==> src/rtl/strb_pkg.sv <==
package strb_pkg;

   // Qualifiers held for one machine cycle
   typedef struct packed {
      logic aoff;   // ALE-disable bit
      logic ext;    // executing from external code
      logic xd;     // external data move cycle
      logic ct;     // code-table read cycle
   } cyc_flags_t;

   localparam cyc_flags_t FLAGS_IDLE = '{aoff: 1'b0, ext: 1'b0, xd: 1'b0, ct: 1'b0};

endpackage

==> src/rtl/strb_phase_ctr.sv <==
module strb_phase_ctr
   import strb_pkg::*;
#(
   parameter int CYC_LEN = 12,
   localparam int PH_W   = $clog2(CYC_LEN)
) (
   input  logic             clk,
   input  logic             rst,
   input  cyc_flags_t       flags_in,
   output logic [PH_W-1:0]  phase_nxt,
   output cyc_flags_t       flags_nxt,
   output logic [PH_W-1:0]  phase_q,
   output cyc_flags_t       flags_q
);

   localparam logic [PH_W-1:0] LAST = PH_W'(CYC_LEN - 1);

   generate
      if (CYC_LEN < 4) begin : g_bad_len
         $error("strb_phase_ctr: CYC_LEN must be at least 4");
      end
   endgenerate

   logic wrap;

   always_comb begin
      wrap      = (phase_q == LAST);
      phase_nxt = wrap ? '0 : phase_q + 1'b1;
      flags_nxt = wrap ? flags_in : flags_q;
   end

   always_ff @(posedge clk) begin
      if (rst) begin
         phase_q <= LAST;
         flags_q <= FLAGS_IDLE;
      end else begin
         phase_q <= phase_nxt;
         flags_q <= flags_nxt;
      end
   end

   AST_PHASE_WRAP: assert property (@(posedge clk) disable iff (rst)
      (phase_q == LAST) |=> (phase_q == '0)) else $error("phase wrap");

   AST_PHASE_BOUND: assert property (@(posedge clk) disable iff (rst)
      (phase_q <= LAST)) else $error("phase range");

   AST_FLAGS_HOLD: assert property (@(posedge clk) disable iff (rst)
      (phase_q != LAST) |=> $stable(flags_q)) else $error("flags moved mid-cycle");

endmodule

==> src/rtl/strb_decode.sv <==
module strb_decode
   import strb_pkg::*;
#(
   parameter int CYC_LEN       = 12,
   parameter int ALE_BEGIN     = 1,
   parameter int ALE_LEN       = 2,
   parameter int PSEN_BEGIN    = 3,
   parameter int PSEN_LEN      = 3,
   parameter bit ALE_PARK_HIGH = 1'b1,
   localparam int PH_W         = $clog2(CYC_LEN),
   localparam int HALF         = CYC_LEN / 2
) (
   input  logic [PH_W-1:0] phase,
   input  cyc_flags_t      flags,
   output logic            ale_d,
   output logic            psen_low_d
);

   generate
      if ((CYC_LEN % 2) != 0) begin : g_bad_half
         $error("strb_decode: CYC_LEN must be even");
      end
      if (ALE_BEGIN < 1 || ALE_LEN < 2 || ALE_BEGIN + ALE_LEN > HALF) begin : g_bad_ale
         $error("strb_decode: ALE window must fit in a half cycle");
      end
      if (PSEN_LEN < 2 || PSEN_BEGIN + PSEN_LEN > HALF) begin : g_bad_psen
         $error("strb_decode: PSEN window must fit in a half cycle");
      end
      if (PSEN_BEGIN < ALE_BEGIN + ALE_LEN) begin : g_bad_order
         $error("strb_decode: PSEN window must follow the ALE window");
      end
   endgenerate

   logic ale_idle;

   generate
      if (ALE_PARK_HIGH) begin : g_park_high
         assign ale_idle = 1'b1;
      end else begin : g_park_low
         assign ale_idle = 1'b0;
      end
   endgenerate

   logic ale_w1, ale_w2, psen_w;
   logic ale_en;
   int   ph;

   always_comb begin
      ph     = int'(phase);
      ale_w1 = (ph >= ALE_BEGIN) && (ph < ALE_BEGIN + ALE_LEN);
      ale_w2 = (ph >= ALE_BEGIN + HALF) && (ph < ALE_BEGIN + HALF + ALE_LEN);
      psen_w = ((ph >= PSEN_BEGIN) && (ph < PSEN_BEGIN + PSEN_LEN)) ||
               ((ph >= PSEN_BEGIN + HALF) && (ph < PSEN_BEGIN + HALF + PSEN_LEN));
      ale_en = flags.ext | ~flags.aoff | flags.xd | flags.ct;
      ale_d  = ale_en ? (ale_w1 | (ale_w2 & ~flags.xd)) : ale_idle;
      psen_low_d = flags.ext & ~flags.xd & psen_w;
   end

endmodule

==> src/rtl/ext_bus_strobe_gen.sv <==
module ext_bus_strobe_gen
   import strb_pkg::*;
#(
   parameter int STATE_CLKS    = 2,
   parameter int CYC_STATES    = 6,
   parameter int ALE_BEGIN     = 1,
   parameter int ALE_LEN       = 2,
   parameter int PSEN_BEGIN    = 3,
   parameter int PSEN_LEN      = 3,
   parameter bit ALE_PARK_HIGH = 1'b1
) (
   input  logic clk,
   input  logic rst,
   input  logic ale_off,
   input  logic ext_exec,
   input  logic xdata_cyc,
   input  logic ctab_cyc,
   output logic ale,
   output logic psen_n
);

   localparam int CYC_LEN = STATE_CLKS * CYC_STATES;
   localparam int PH_W    = $clog2(CYC_LEN);

   generate
      if (STATE_CLKS < 1 || CYC_STATES < 2) begin : g_bad_cfg
         $error("ext_bus_strobe_gen: bad machine cycle shape");
      end
   endgenerate

   cyc_flags_t      flags_in, flags_nxt, flags_q;
   logic [PH_W-1:0] phase_nxt, phase_q;
   logic            ale_d, psen_low_d;

   assign flags_in = '{aoff: ale_off, ext: ext_exec, xd: xdata_cyc, ct: ctab_cyc};

   strb_phase_ctr #(.CYC_LEN(CYC_LEN)) u_ctr (
      .clk       (clk),
      .rst       (rst),
      .flags_in  (flags_in),
      .phase_nxt (phase_nxt),
      .flags_nxt (flags_nxt),
      .phase_q   (phase_q),
      .flags_q   (flags_q)
   );

   strb_decode #(
      .CYC_LEN       (CYC_LEN),
      .ALE_BEGIN     (ALE_BEGIN),
      .ALE_LEN       (ALE_LEN),
      .PSEN_BEGIN    (PSEN_BEGIN),
      .PSEN_LEN      (PSEN_LEN),
      .ALE_PARK_HIGH (ALE_PARK_HIGH)
   ) u_dec (
      .phase      (phase_nxt),
      .flags      (flags_nxt),
      .ale_d      (ale_d),
      .psen_low_d (psen_low_d)
   );

   always_ff @(posedge clk) begin
      if (rst) begin
         ale    <= 1'b0;
         psen_n <= 1'b1;
      end else begin
         ale    <= ale_d;
         psen_n <= ~psen_low_d;
      end
   end

   AST_RST_IDLE: assert property (@(posedge clk)
      rst |=> (!ale && psen_n)) else $error("reset idle");

   AST_STRB_EXCL: assert property (@(posedge clk) disable iff (rst)
      !psen_n |-> !ale) else $error("strobes overlap");

   AST_PSEN_QUAL: assert property (@(posedge clk) disable iff (rst)
      !psen_n |-> (flags_q.ext && !flags_q.xd)) else $error("PSEN unqualified");

   AST_ALE_WIDTH: assert property (@(posedge clk) disable iff (rst)
      $rose(ale) |=> ale) else $error("ALE too short");

   AST_PSEN_WIDTH: assert property (@(posedge clk) disable iff (rst)
      $fell(psen_n) |=> !psen_n) else $error("PSEN too short");

endmodule

==> config.mk <==
export PLATFORM = sky130hd
export DESIGN_NAME = ext_bus_strobe_gen
export DESIGN_NICKNAME = d
export VERILOG_FILES = /design/src/rtl/strb_pkg.sv /design/src/rtl/strb_phase_ctr.sv /design/src/rtl/strb_decode.sv /design/src/rtl/ext_bus_strobe_gen.sv
export SDC_FILE = /design/constraint.sdc
export NUM_CORES = 1
export LEC_CHECK = 0
export ABC_CLOCK_PERIOD_IN_PS = 1900
export BUFFER_PORTS_ARGS = -buffer_cell sky130_fd_sc_hd__buf_2
export CAP_MARGIN = 20
export CORE_AREA = 2 2 39 41
export CTS_CLUSTER_DIAMETER = 80
export DETAILED_ROUTE_END_ITERATION = 10
export DIE_AREA = 0 0 41 43
export PLACE_DENSITY = 0.7
export SYNTH_ARGS = -nofsm -noshare
export SYNTH_HDL_FRONTEND = slang
export SYNTH_SLANG_ARGS = --single-unit
==> constraint.sdc <==
create_clock -name clk -period 1.9 [get_ports clk]
set_input_delay 0.19 -clock clk [delete_from_list [all_inputs] [get_ports clk]]
set_output_delay 0.19 -clock clk [all_outputs]
set_load 0.005 [all_outputs]
* After elaboration in Yosys (flattened, before gate mapping)
Cells that the tools add are included.
** Cells by class
- Bitwise operators :: 10
- Reductions and logical operators :: 5
- Equal/unequal tests :: 1
- Add/sub/neg operators :: 1
- $lt $le $gt $ge :: 8
- Multiplexer cells :: 3
** Operators with widths (count)
- < comparator 4 bit (second input constant) :: 2
- two-way mux 4 bit :: 2
- adder 4 x 1 -> 4 bit (second input constant) :: 1
- == test 4 bit (second input constant) :: 1
- greater-or-equal comparator 4 x 1 -> 1 bit (second input constant) :: 1
- greater-or-equal comparator 4 x 2 -> 1 bit (second input constant) :: 1
- greater-or-equal comparator 4 x 3 -> 1 bit (second input constant) :: 1
- greater-or-equal comparator 4 bit (second input constant) :: 1
- logical AND 1 bit :: 4
- < comparator 4 x 2 -> 1 bit (second input constant) :: 1
- < comparator 4 x 3 -> 1 bit (second input constant) :: 1
- bitwise OR 1 bit :: 4
- AND 1 bit :: 3
- NOT 1 bit :: 3
- logical OR 1 bit :: 1
- two-way mux 1 bit :: 1
** Storage, ports and cells
- Bits in registers :: 10
- Input port bits :: 6
- Output and inout port bits :: 2

* Depth between registers and ports, before layout
- Word-level depth :: 7
- Gate-level depth with buffers :: 7
- Mapped depth without buffers :: 6

* By module
Synthesis repeated with hierarchy kept, for this count alone.
** Second synthesis, totals
- Cells, all modules :: 58
- Area, all modules :: 570.5 µm²
** Modules (own cells, without submodules)
- strb_phase_ctr :: times used 1, area an instance 434.2 µm², seq. area each 160.2 µm², cells each 42
- strb_decode :: times used 1, area an instance 83.8 µm², seq. area each 0.0 µm², cells each 12
- ext_bus_strobe_gen :: times used 1, area an instance 52.6 µm², seq. area each 40.0 µm², cells each 4

* Least setup slack after synthesis
OpenSTA, ideal clock, no wires.
- Path type :: flip-flop to flip-flop
- Start point :: reg u_ctr.phase_q[0]
- End point :: reg psen_n
- Setup time :: 0.120 ns
- Buffers on the path :: 0
- Period minus slack after synthesis :: 1.675 ns
- Arrival time :: 1.556 ns
- Setup slack :: 0.225 ns
- Data required time :: 1.780 ns
- Cell stages (with the launch flop) :: 7
- Path through :: dfxtp_1 -> inv_1 -> ha_1 -> nand2_1 -> o22ai_1 -> or4_1 -> a211o_1
** On the way
- Cells in the longest elaborated chain, start to end :: 7
- Elaborated cells on any way between the ends :: 15
** Ends and longest elaborated chain
- from (decl) :: RTL line strb_phase_ctr.sv:12 : output logic [PH_W-1:0] phase_q,
- from (signal assigned) :: RTL line strb_phase_ctr.sv:37 : phase_q <= phase_nxt;
- adder 4 x 1 -> 4 bit / == test 4 bit (equally long branches) :: RTL line strb_phase_ctr.sv:28, strb_phase_ctr.sv:27
- two-way mux 4 bit (*) :: RTL line strb_phase_ctr.sv:28 : phase_nxt = wrap ? '0 : phase_q + 1'b1;
- net phase_nxt[1] :: RTL line ext_bus_strobe_gen.sv:32 : logic [PH_W-1:0] phase_nxt, phase_q;
- greater-or-equal comparator 4 x 2 -> 1 bit, or another cell as far along :: RTL line strb_decode.sv:52 : psen_w = ((ph >= PSEN_BEGIN) && (ph < PSEN_BEGIN + PSEN_LEN)) ||
- logical AND 1 bit, on equally long branches :: RTL line strb_decode.sv:52, strb_decode.sv:53
- logical OR 1 bit (*) :: RTL line strb_decode.sv:52
- AND 1 bit (*) :: RTL line strb_decode.sv:56 : psen_low_d = flags.ext & ~flags.xd & psen_w;
- NOT 1 bit (*) :: RTL line ext_bus_strobe_gen.sv:67 : psen_n <= ~psen_low_d;
- to (signal assigned) :: RTL line ext_bus_strobe_gen.sv:67
- to (decl) :: RTL line ext_bus_strobe_gen.sv:19 : output logic psen_n
Mark *: on every way through the listed nets, which the timed path passes. The rest lies on a longest branch.
A chain may end at the register's enable or synchronous reset.

* Worst setup path after layout
Ends and elaborated chain as after synthesis.

==> parameters.txt <==
Parameter                              Value

Clock network
  Count of H-tree levels built during CTS    1
  Clock transition at the register clock pins on the worst setup and hold paths after CTS    roughly 0.070 ns
  Number of hold-repair buffers added at the cts stage    0
  CTS root buf    sky130_fd_sc_hd__clkbuf_4
  Number of buffers created by CTS    3
  Worst-Skew Late Latency    ~0.27 ns
  Number of buffers between clock root and the deepest sink    2
  Post-CTS Resized    0
  Clock net sink count    10
  Number of buffers inserted to repair setup after CTS    0
  TritonCTS clock tree    built

Timing
  Unrepaired setup endpoints after global routing    no
  Max-slew violation count    0
  Setup WS post-layout    approximately 0.15 ns
  Number of setup violations in the final report    0
  F_max    571 MHz
  Slew Limit Headroom    around 80%
  Clock Skew    between 0.003 and 0.004 ns
  Worst-Margin Slew    0.328 ns
  Post-Route Setup TNS    0 ns
  Final hold violation count    0
  Clock period minus final worst setup slack    approximately 1.8 ns
  Final worst-path cycle share    92.2%

Layout
  # diodes    0
  Commonest cells after routing, fill and taps aside    sky130_fd_sc_hd__nand2_1, sky130_fd_sc_hd__dfxtp_1, sky130_fd_sc_hd__buf_2
  Final net count    just under 90
  Area growth from synthesis to final layout    14.7%
  Ratio of cells with drive above 1 in the final layout    roughly 22%
  Fill cell instance count of the final layout    ~140

Yosys
  Netlist area before placement    around 560 µm²
  Cell count after synthesis    ~70
  Area contributors post-synth    sky130_fd_sc_hd__dfxtp_1, sky130_fd_sc_hd__ha_1, sky130_fd_sc_hd__nand2_1, sky130_fd_sc_hd__nor3b_1, sky130_fd_sc_hd__a21oi_1
  Portion of the post-synthesis area used by sequential elements    about 36%
  Synth top area share    35.7%
  Number of synthesized register bits    10
  Post-Synthesis Mean Instance Area    around 8 µm²
  Yosys synthesis warning count    0
  Most area-hungry cell type in the Yosys netlist    sky130_fd_sc_hd__dfxtp_1
  Post-Syn Nets    77
  Number of different library cells in the post-synthesis netlist    31

Die
  Starting Density    between 40% and 50%
  Core footprint    ~1400 µm²
  Chip height    43 µm
  Number of standard-cell rows in the floorplan    14
  Area of the die    roughly 1800 µm²
  IO Count    8
  Die width    approximately 40 µm

Critical path
  Worst Setup End Kind    flop
  First element of the critical path    u_ctr.phase_q[0]
  Endpoint of the worst-slack reg-to-reg timing path    psen_n
  Endpoint arrival time on the critical path    1.91 ns
  CP max FO    3
  Endpoint required time on the critical path    between 2 and 2.5 ns
  Cell depth of the worst flop-to-flop path    6
  Critical Setup Path Class    reg2reg
  Source of the worst register-to-register timing path    u_ctr.phase_q[0]
  Worst setup slack for register-to-register paths    between 0.1 and 0.15 ns
  Element type at the critical path start    flop
  Termination of the worst setup path    psen_n

Global route
  Antenna violations before repair    0
  First-pass GRT wire length    ~1800 µm
  Number of global-route vias before repair    447
  GRT Total Usage    15.1%
  Grt total ovfl    0
  Pin count of the biggest net entering global routing    12

Worst hold path
  Class of the tightest hold or removal check    in2reg

Place
  Detailed placement HPWL    between 800 and 900 µm
  GPL Wtd Cong    just over 0.8
  Number of buffers added on ports    7
  Setup WS pre-CTS    about 0.15 ns

Flow run
  Max_cap viols    0

Power
  Power density over the cells    about 1100 nW/µm²
  Total leakage power    0.284 nW
  Peak supply drop    between 0.0004 and 0.0005 V

Detailed routing
  DR vias    498
  Number of iterations in the first detailed-routing pass    2
  Total wirelength of the detailed-routed design    about 1100 µm
  DRC    0
  1st-iter DRT viols    6
  Post-detailed-route via-to-cell ratio    5.35
  Routed WL per cell    between 10 and 15 µm
  Post-DRT Antenna Nets    0

Status
  Outcome    completed
-- cell usage after synthesis --
cell type / count
sky130_fd_sc_hd__a211o_1: 2
sky130_fd_sc_hd__a211oi_1: 1
sky130_fd_sc_hd__a21o_1: 1
sky130_fd_sc_hd__a21oi_1: 4
sky130_fd_sc_hd__a22o_1: 1
sky130_fd_sc_hd__a31oi_1: 2
sky130_fd_sc_hd__and3_1: 1
sky130_fd_sc_hd__and3b_2: 1
sky130_fd_sc_hd__buf_2: 1
sky130_fd_sc_hd__buf_6: 1
sky130_fd_sc_hd__clkbuf_1: 2
sky130_fd_sc_hd__dfxtp_1: 10
sky130_fd_sc_hd__ha_1: 3
sky130_fd_sc_hd__inv_1: 4
sky130_fd_sc_hd__mux2i_1: 1
sky130_fd_sc_hd__mux2i_2: 1
sky130_fd_sc_hd__nand2_1: 10
sky130_fd_sc_hd__nand2b_1: 2
sky130_fd_sc_hd__nand3_1: 1
sky130_fd_sc_hd__nand3b_1: 1
sky130_fd_sc_hd__nor2_1: 5
sky130_fd_sc_hd__nor2_2: 1
sky130_fd_sc_hd__nor2b_1: 1
sky130_fd_sc_hd__nor3_1: 2
sky130_fd_sc_hd__nor3b_1: 3
sky130_fd_sc_hd__nor4_1: 1
sky130_fd_sc_hd__nor4b_1: 1
sky130_fd_sc_hd__o22ai_1: 1
sky130_fd_sc_hd__or2_2: 1
sky130_fd_sc_hd__or3b_1: 1
sky130_fd_sc_hd__or4_1: 1
-- area by class of cell --
type / instances / area, µm² / share of cell area (%)
Tap cell: 16 / 20.0 / 3.11
Clock buffer: 4 / 36.3 / 5.64
Inverter: 4 / 15.0 / 2.33
Multi-Input combinational cell: 50 / 322 / 50.0
Sequential cell: 10 / 200 / 31.1
Timing Repair Buffer: 9 / 50.0 / 7.78
-- registers in the layout, summed over array words and instances, names as in the netlist --
register       flops
ale                1
u_ctr.phase_q      4
u_ctr.flags_q      4
psen_n             1
-- worst min path at each step --
stage / startpoint / end / cells after the start
floorplan: ale_off / u_ctr.flags_q[3] / 2
global placement: u_ctr.flags_q[3] / u_ctr.flags_q[3] / 2
detailed placement: u_ctr.flags_q[3] / u_ctr.flags_q[3] / 2
CTS: ctab_cyc / u_ctr.flags_q[0] / 3
global route: ctab_cyc / u_ctr.flags_q[0] / 3
finish: ctab_cyc / u_ctr.flags_q[0] / 3
-- metal layers --
layer	part of all wire (%)	wire (µm)	up-vias	global-route usage, %
met5	0	0	-	0
met4	0	0	0	4.00
met3	6.1	66	0	9.42
met2	48	514	10	22.5
met1	46	494	231	17.5
li1	-	-	257	-
-- worst max-delay path, stage by stage, from the launching register on --
cell and delay (ns):
sky130_fd_sc_hd__dfxtp_1 0.35, sky130_fd_sc_hd__inv_1 0.08, sky130_fd_sc_hd__ha_1 0.31, sky130_fd_sc_hd__nand2_1 0.07, sky130_fd_sc_hd__o22ai_1 0.07, sky130_fd_sc_hd__or4_1 0.50
sky130_fd_sc_hd__a211o_1 0.26
-- metrics by stage --
| step | hold WS, ns | power, W | area, µm² | utilization, % | std cells |
|---|---|---|---|---|---|
| after floorplan | 0.326 | 0.000437 | 561 | - | 68 |
| after global placement | 0.445 | 0.000485 | 607 | 43.9 | 89 |
| after detailed placement | 0.462 | 0.000492 | 607 | 43.9 | 89 |
| after CTS | 0.168 | 0.000691 | 643 | 46.5 | 93 |
| after global routing | 0.169 | 0.000732 | 643 | 46.5 | 93 |
| final | 0.170 | 0.000682 | 643 | 46.5 | 93 |
-- power by group --
part | internal [W] | leakage [nW] | switching (W)
clock network | 0.000117 | 0.0210 | 0.0000799
logic | 0.000105 | 0.180 | 0.000108
registers | 0.000244 | 0.0826 | 0.0000295
-- cells by family after synthesis --
group	after synthesis	synth area share, %
and+or+nand+nor	33	32.1
AOI/OAI and AO/OA	12	14.3
DFF	10	35.7
buffers and inverters	8	6.92
adders and majority gates	3	6.70
muxes	2	4.24
Note: power is estimated with default switching activity, not from simulation.
